$ cat src/rtl/dlf_pkg.sv
package dlf_pkg;
  typedef enum logic {
    NET_SONET = 1'b0,
    NET_SDH   = 1'b1
  } net_mode_e;

  localparam int unsigned RST_SYNC_STAGES = 2;
endpackage

$ cat src/rtl/dlf_gain_path.sv
module dlf_gain_path
  import dlf_pkg::*;
#(
  parameter int unsigned ERR_W     = 16,
  parameter int unsigned ACC_W     = 32,
  parameter int unsigned KP_SONET  = 10,
  parameter int unsigned KI_SONET  = 18,
  parameter int unsigned SDH_DELTA = 4
) (
  input  logic signed [ERR_W-1:0] err_i,
  input  net_mode_e               mode_i,
  input  logic                    freeze_i,
  output logic signed [ACC_W-1:0] prop_o,
  output logic signed [ACC_W-1:0] intg_o
);
  localparam int unsigned EXT_W  = ACC_W - ERR_W;
  localparam int unsigned KP_SDH = KP_SONET - SDH_DELTA;
  localparam int unsigned KI_SDH = KI_SONET - SDH_DELTA;

  logic signed [ACC_W-1:0] err_ext;
  logic signed [ACC_W-1:0] prop_sonet, prop_sdh, intg_sonet, intg_sdh;

  assign err_ext    = {{EXT_W{err_i[ERR_W-1]}}, err_i};
  assign prop_sonet = err_ext >>> KP_SONET;
  assign prop_sdh   = err_ext >>> KP_SDH;
  assign intg_sonet = err_ext >>> KI_SONET;
  assign intg_sdh   = err_ext >>> KI_SDH;

  always_comb begin
    if (freeze_i) begin
      prop_o = '0;
    end else if (mode_i == NET_SDH) begin
      prop_o = prop_sdh;
    end else begin
      prop_o = prop_sonet;
    end
    intg_o = (mode_i == NET_SDH) ? intg_sdh : intg_sonet;
  end
endmodule

$ cat src/rtl/dlf_integrator.sv
module dlf_integrator #(
  parameter int unsigned ACC_W = 32
) (
  input  logic                    clk_i,
  input  logic                    rst_ni,
  input  logic                    en_i,
  input  logic                    freeze_i,
  input  logic signed [ACC_W-1:0] inc_i,
  output logic signed [ACC_W-1:0] acc_o,
  output logic signed [ACC_W-1:0] acc_next_o
);
  localparam logic signed [ACC_W-1:0] ACC_MAX = {1'b0, {(ACC_W-1){1'b1}}};
  localparam logic signed [ACC_W-1:0] ACC_MIN = {1'b1, {(ACC_W-1){1'b0}}};

  logic signed [ACC_W-1:0] acc_q, acc_d;
  logic signed [ACC_W:0]   sum;
  logic                    acc_en;

  assign sum    = {acc_q[ACC_W-1], acc_q} + {inc_i[ACC_W-1], inc_i};
  assign acc_en = en_i && !freeze_i;

  always_comb begin
    if (sum[ACC_W] != sum[ACC_W-1]) begin
      acc_d = sum[ACC_W] ? ACC_MIN : ACC_MAX;
    end else begin
      acc_d = sum[ACC_W-1:0];
    end
  end

  always_ff @(posedge clk_i or negedge rst_ni) begin
    if (!rst_ni) begin
      acc_q <= '0;
    end else if (acc_en) begin
      acc_q <= acc_d;
    end
  end

  assign acc_o      = acc_q;
  assign acc_next_o = acc_en ? acc_d : acc_q;

  assert_acc_hold_R8: assert property (@(posedge clk_i) disable iff (!rst_ni)
    !en_i |=> $stable(acc_q));
  assert_acc_freeze_R7: assert property (@(posedge clk_i) disable iff (!rst_ni)
    (en_i && freeze_i) |=> $stable(acc_q));
  assert_no_wrap_up_R5: assert property (@(posedge clk_i) disable iff (!rst_ni)
    (acc_en && !inc_i[ACC_W-1] && !acc_q[ACC_W-1]) |=> !acc_q[ACC_W-1]);
  assert_no_wrap_dn_R5: assert property (@(posedge clk_i) disable iff (!rst_ni)
    (acc_en && inc_i[ACC_W-1] && acc_q[ACC_W-1]) |=> acc_q[ACC_W-1]);
endmodule

$ cat src/rtl/dlf_out_stage.sv
module dlf_out_stage #(
  parameter int unsigned ACC_W = 32
) (
  input  logic                    clk_i,
  input  logic                    rst_ni,
  input  logic                    en_i,
  input  logic signed [ACC_W-1:0] acc_next_i,
  input  logic signed [ACC_W-1:0] prop_i,
  output logic signed [ACC_W-1:0] corr_o
);
  localparam logic signed [ACC_W-1:0] OUT_MAX = {1'b0, {(ACC_W-1){1'b1}}};
  localparam logic signed [ACC_W-1:0] OUT_MIN = {1'b1, {(ACC_W-1){1'b0}}};

  logic signed [ACC_W-1:0] corr_q, corr_d;
  logic signed [ACC_W:0]   sum;

  assign sum = {acc_next_i[ACC_W-1], acc_next_i} + {prop_i[ACC_W-1], prop_i};

  always_comb begin
    if (sum[ACC_W] != sum[ACC_W-1]) begin
      corr_d = sum[ACC_W] ? OUT_MIN : OUT_MAX;
    end else begin
      corr_d = sum[ACC_W-1:0];
    end
  end

  always_ff @(posedge clk_i or negedge rst_ni) begin
    if (!rst_ni) begin
      corr_q <= '0;
    end else if (en_i) begin
      corr_q <= corr_d;
    end
  end

  assign corr_o = corr_q;

  assert_out_hold_R8: assert property (@(posedge clk_i) disable iff (!rst_ni)
    !en_i |=> $stable(corr_q));
  assert_out_no_wrap_up_R6: assert property (@(posedge clk_i) disable iff (!rst_ni)
    (en_i && !prop_i[ACC_W-1] && !acc_next_i[ACC_W-1]) |=> !corr_q[ACC_W-1]);
  assert_out_no_wrap_dn_R6: assert property (@(posedge clk_i) disable iff (!rst_ni)
    (en_i && prop_i[ACC_W-1] && acc_next_i[ACC_W-1]) |=> corr_q[ACC_W-1]);
endmodule

$ cat src/rtl/dpll_loop_filter.sv
module dpll_loop_filter
  import dlf_pkg::*;
#(
  parameter int unsigned ERR_W     = 16,
  parameter int unsigned ACC_W     = 32,
  parameter int unsigned KP_SONET  = 10,
  parameter int unsigned KI_SONET  = 18,
  parameter int unsigned SDH_DELTA = 4
) (
  input  logic                    clk_i,
  input  logic                    rst_ni,
  input  logic                    upd_i,
  input  logic signed [ERR_W-1:0] err_i,
  input  logic                    mode_i,
  input  logic                    freeze_i,
  output logic signed [ACC_W-1:0] corr_o
);
  logic [RST_SYNC_STAGES-1:0] rst_pipe;
  logic                       rst_n_s;
  logic signed [ACC_W-1:0]    prop, intg, acc, acc_next;
  net_mode_e                  mode;

  always_ff @(posedge clk_i or negedge rst_ni) begin
    if (!rst_ni) begin
      rst_pipe <= '0;
    end else begin
      rst_pipe <= {rst_pipe[RST_SYNC_STAGES-2:0], 1'b1};
    end
  end
  assign rst_n_s = rst_pipe[RST_SYNC_STAGES-1];
  assign mode    = net_mode_e'(mode_i);

  dlf_gain_path #(
    .ERR_W(ERR_W), .ACC_W(ACC_W), .KP_SONET(KP_SONET),
    .KI_SONET(KI_SONET), .SDH_DELTA(SDH_DELTA)
  ) u_gain (
    .err_i(err_i), .mode_i(mode), .freeze_i(freeze_i),
    .prop_o(prop), .intg_o(intg)
  );

  dlf_integrator #(.ACC_W(ACC_W)) u_integ (
    .clk_i(clk_i), .rst_ni(rst_n_s), .en_i(upd_i), .freeze_i(freeze_i),
    .inc_i(intg), .acc_o(acc), .acc_next_o(acc_next)
  );

  dlf_out_stage #(.ACC_W(ACC_W)) u_out (
    .clk_i(clk_i), .rst_ni(rst_n_s), .en_i(upd_i),
    .acc_next_i(acc_next), .prop_i(prop), .corr_o(corr_o)
  );

  assert_reset_zero_R1: assert property (@(posedge clk_i)
    !rst_n_s |-> (corr_o == '0 && acc == '0));
  assert_freeze_out_R7: assert property (@(posedge clk_i) disable iff (!rst_n_s)
    (upd_i && freeze_i) |=> corr_o == $past(acc));
  assert_mode_keeps_acc_R9: assert property (@(posedge clk_i) disable iff (!rst_n_s)
    (!upd_i && mode_i != $past(mode_i)) |=> $stable(acc));
endmodule

$ cat config.mk
export PLATFORM = sky130hd
export DESIGN_NAME = dpll_loop_filter
export DESIGN_NICKNAME = d
export VERILOG_FILES = /design/src/rtl/dlf_pkg.sv /design/src/rtl/dlf_gain_path.sv /design/src/rtl/dlf_integrator.sv /design/src/rtl/dlf_out_stage.sv /design/src/rtl/dpll_loop_filter.sv
export SDC_FILE = /design/constraint.sdc
export NUM_CORES = 1
export LEC_CHECK = 0
export ABC_AREA = 1
export BUFFER_PORTS_ARGS = -buffer_cell sky130_fd_sc_hd__buf_4
export CAP_MARGIN = 20
export CORE_UTILIZATION = 67
export CTS_CLUSTER_DIAMETER = 120
export CTS_CLUSTER_SIZE = 30
export DETAILED_ROUTE_END_ITERATION = 6
export GPL_ROUTABILITY_DRIVEN = 0
export PLACE_DENSITY = 0.84
export SETUP_SLACK_MARGIN = 0.2
export SYNTH_ARGS = -nofsm -noshare
export SYNTH_HDL_FRONTEND = slang
export SYNTH_SLANG_ARGS = --single-unit
$ cat constraint.sdc
create_clock -name clk_i -period 5 [get_ports clk_i]
set_input_delay 0.5 -clock clk_i [delete_from_list [all_inputs] [get_ports clk_i]]
set_output_delay 0.5 -clock clk_i [all_outputs]
set_load 0.05 [all_outputs]
==> flow_summary_export.csv <==
group,metric,value,unit
worst_setup_path,cp_top_family,"simple AND/OR/NAND/NOR gates",
detailed_routing,wl_per_cell,15.7,um
yosys,synth_seq_area_share,0.223,
worst_setup_path,r2r_cells,32,
yosys,synth_fp_nets,1288,
placement,io_buffers,46,
yosys,synth_edf_count,0,
cts,path_clk_slew,60,ps
yosys,syn-instance-count,1201,
cts,cts-root-buf,"clkbuf_8",
cells_and_area,drive_gt1_frac,0.170,
floorplan,io_pins,53,
yosys,syn_avg_cell_area,6.15,sq um
timing,maxSlewViolCount,0,
worst_setup_path,max_stage_delay,370,ps
cells_and_area,syn_to_final_growth,18.5,%
run_status,status,"finished, final reports clean",
min_path,holdPathStages,0,
worst_setup_path,reg2reg_slack,460,ps
timing,finalWorstSetupSlack,282,ps
timing,final.setup.tns,0,ps
worst_setup_path,crit_path_frequent_cell,"nand2_1",
timing,worst_pin_slew,815,ps
min_path,min_path_type,"register to register",
worst_setup_path,required,5240,ps
worst_setup_path,critPathBufInv,8,
floorplan,die-width,107,um
cts,cts_tree,"done",
global_routing,grt_antenna_before_repair,0,
timing,setup_viol,0,
detailed_routing,routed_wl,22300,um
global_routing,grt_pass1_vias,7261,
floorplan,start_util,0.703,
detailed_routing,drc,0,
worst_setup_path,worstPathMaxFanout,10,
floorplan,die_y,107,um
cts,cts_sinks,66,
min_path,hp-start,"rst_pipe[0]$_DFF_PN0_",
timing,fin_crit_sh,0.944,
worst_setup_path,crit_type,"input port to register",
placement,dp_slack,-54.5,ps
cells_and_area,diodes,0,
cts,clk_latency,370,ps
cells_and_area,fin_area,0.00876,sq mm
detailed_routing,vias,8216,
timing,relSlewSlack,0.457,
yosys,ys.flop_type,"dfrtp_1",
floorplan,placementRows,37,
cts,cts.path.max_buffers,2,
yosys,synth_cell_type_count,35,
yosys,netlist_area,0.00739,sq mm
detailed_routing,drt_iter0_drc,648,
yosys,synth-seq-cells,66,
global_routing,track_usage,0.356,
yosys,synth_top_area_cell,"dfrtp_1",
worst_setup_path,cp_slowest_cell,"fa_2",
worst_setup_path,regToRegEndpoint,"u_out.corr_o[18]$_DFFE_PN0P_",
detailed_routing,postRouteAntennaNets,0,
worst_setup_path,crit_path_end_kind,"register",
timing,skew,22.1,ps
global_routing,grt_first_pass_wirelength,32400,um
yosys,yosys_warnings,0,
global_routing,grt_overflow,0,
timing,period_needed,4720,ps
detailed_routing,first_pass_iters,6,
worst_setup_path,start_kind,"input port",
timing,rsz0062_at_grt,"no",
timing,finalHoldViolations,0,
detailed_routing,routed_via_density,5.80,
yosys,synthArstFlopShare,1.00,
cells_and_area,nets,1364,
floorplan,coreArea,0.0105,sq mm
yosys,synth_top_area_frac,0.223,
cells_and_area,nFillCells,738,
cts,cts_buffers,9,
worst_setup_path,worst_ep_arrival_time,4960,ps
flow_run,maxCapViolations,0,
yosys,synth.area.top_cells,"dfrtp_1, nand2_1, ha_1",
placement,dp_hpwl,15300,um
global_routing,grt_start_max_net_pins,65,
min_path,holdPathEnd,"rst_pipe[1]$_DFF_PN0_",
cts,htreeDepth,3,
placement,placed_area,0.00794,sq mm
timing,timing.fmax,212,MHz
floorplan,fp.dieArea,0.0115,sq mm
worst_setup_path,reg2reg_from,"u_integ.acc_o[0]$_DFF_PN0_",
==> worst max path at each step <==
stage           start                            to  slack [ps]  depth (start not counted)
4_1_cts        mode_i   u_out.corr_o[9]$_DFFE_PN0P_         290                         34
3_5_place_dp   mode_i  u_out.corr_o[12]$_DFFE_PN0P_         -50                         34
2_1_floorplan  mode_i  u_out.corr_o[18]$_DFFE_PN0P_         460                         37
3_3_place_gp   mode_i   u_out.corr_o[4]$_DFFE_PN0P_          70                         34
6_report       mode_i  u_out.corr_o[18]$_DFFE_PN0P_         280                         36
5_1_grt        mode_i  u_out.corr_o[18]$_DFFE_PN0P_          60                         36
==> synthesized netlist by cell type (2+ instances only) <==
cell and instances:
a21o_1 5, a21oi_1 111, a21oi_2 18, a21oi_4 2, and2_1 2, buf_4 3
buf_6 8, clkbuf_1 8, dfrtp_1 66, fa_1 2, ha_1 64, inv_1 155
nand2_1 403, nand2_2 22, nand2_4 2, nand3_1 63, nand3b_1 7, nand4_1 6
nor2_1 154, nor2_2 4, nor3_1 13, o21a_1 2, o21ai_0 13, o21bai_1 17
or2_1 5, or2_2 3, xnor2_1 16, xor2_1 20
==> cells by family (layout without fill, tap and decap cells) <==
group | Yosys count | in the layout | synth area share
simple gates | 687 | 687 | 0.384
other cells | 1 | 1 | 0.000507
compound gates | 170 | 171 | 0.136
xor+xnor | 36 | 36 | 0.0427
buf+inv | 175 | 254 | 0.100
fa+ha+maj | 66 | 66 | 0.114
flops | 66 | 66 | 0.223
==> layout make-up <==
cell class	count	area (sq um)	share of cell area
inverters	155	582	0.0664
flip-flops and latches	66	1650	0.189
clock inverters	2	35.0	0.00400
clock buffers	13	169	0.0193
repair buffers	84	729	0.0833
multi-input cells	961	5420	0.619
well taps	136	170	0.0194
==> per-layer routing <==
metal | vias up | routed length (um) | global-route usage
met1 | 3787 | 9150 | 0.458
li1 | 3965 | - | -
met2 | 375 | 10600 | 0.606
met3 | 89 | 1590 | 0.0480
met5 | - | 0 | 0
met4 | 0 | 994 | 0.138
==> through the flow <==
step,util,instances,hold slack (ps)
after CTS,0.776,1399,367
after detailed placement,0.756,1383,284
after global routing,0.834,1417,367
after global placement,0.756,1383,282
after floorplan,-,1201,204
final,0.834,1417,364
==> sequential cells by signal, summed over array words and instances (netlist names) <==
| register | cells |
|---|---|
| u_out.corr_o | 32 |
| rst_pipe | 2 |
| u_integ.acc_o | 32 |
==> cells in the final DEF (no fill, tap or decap), types with 20 or more instances in the layout <==
| master | netlist | final |
|---|---|---|
| a21oi_2 | 18 | 41 |
| nand2_2 | 22 | 28 |
| dfrtp_1 | 66 | 65 |
| a21oi_1 | 111 | 79 |
| xor2_1 | 20 | 20 |
| buf_4 | 3 | 74 |
| nand3_1 | 63 | 63 |
| nor2_1 | 154 | 150 |
| nand2_1 | 403 | 394 |
| inv_1 | 155 | 155 |
| ha_1 | 64 | 49 |
==> repair_timing <==
action | 4_1_cts | 5_1_grt
setup endpoints to repair | 0 | 31
endpoints found under the hold margin | 2 | 0
hold buffers | 1 | 0
resized for setup | 0 | 88
buffers inserted | 0 | 14
Power is left out: the tool's default activity adds up to more than one toggle a clock period on the data nets, which glitch-free logic cannot reach.
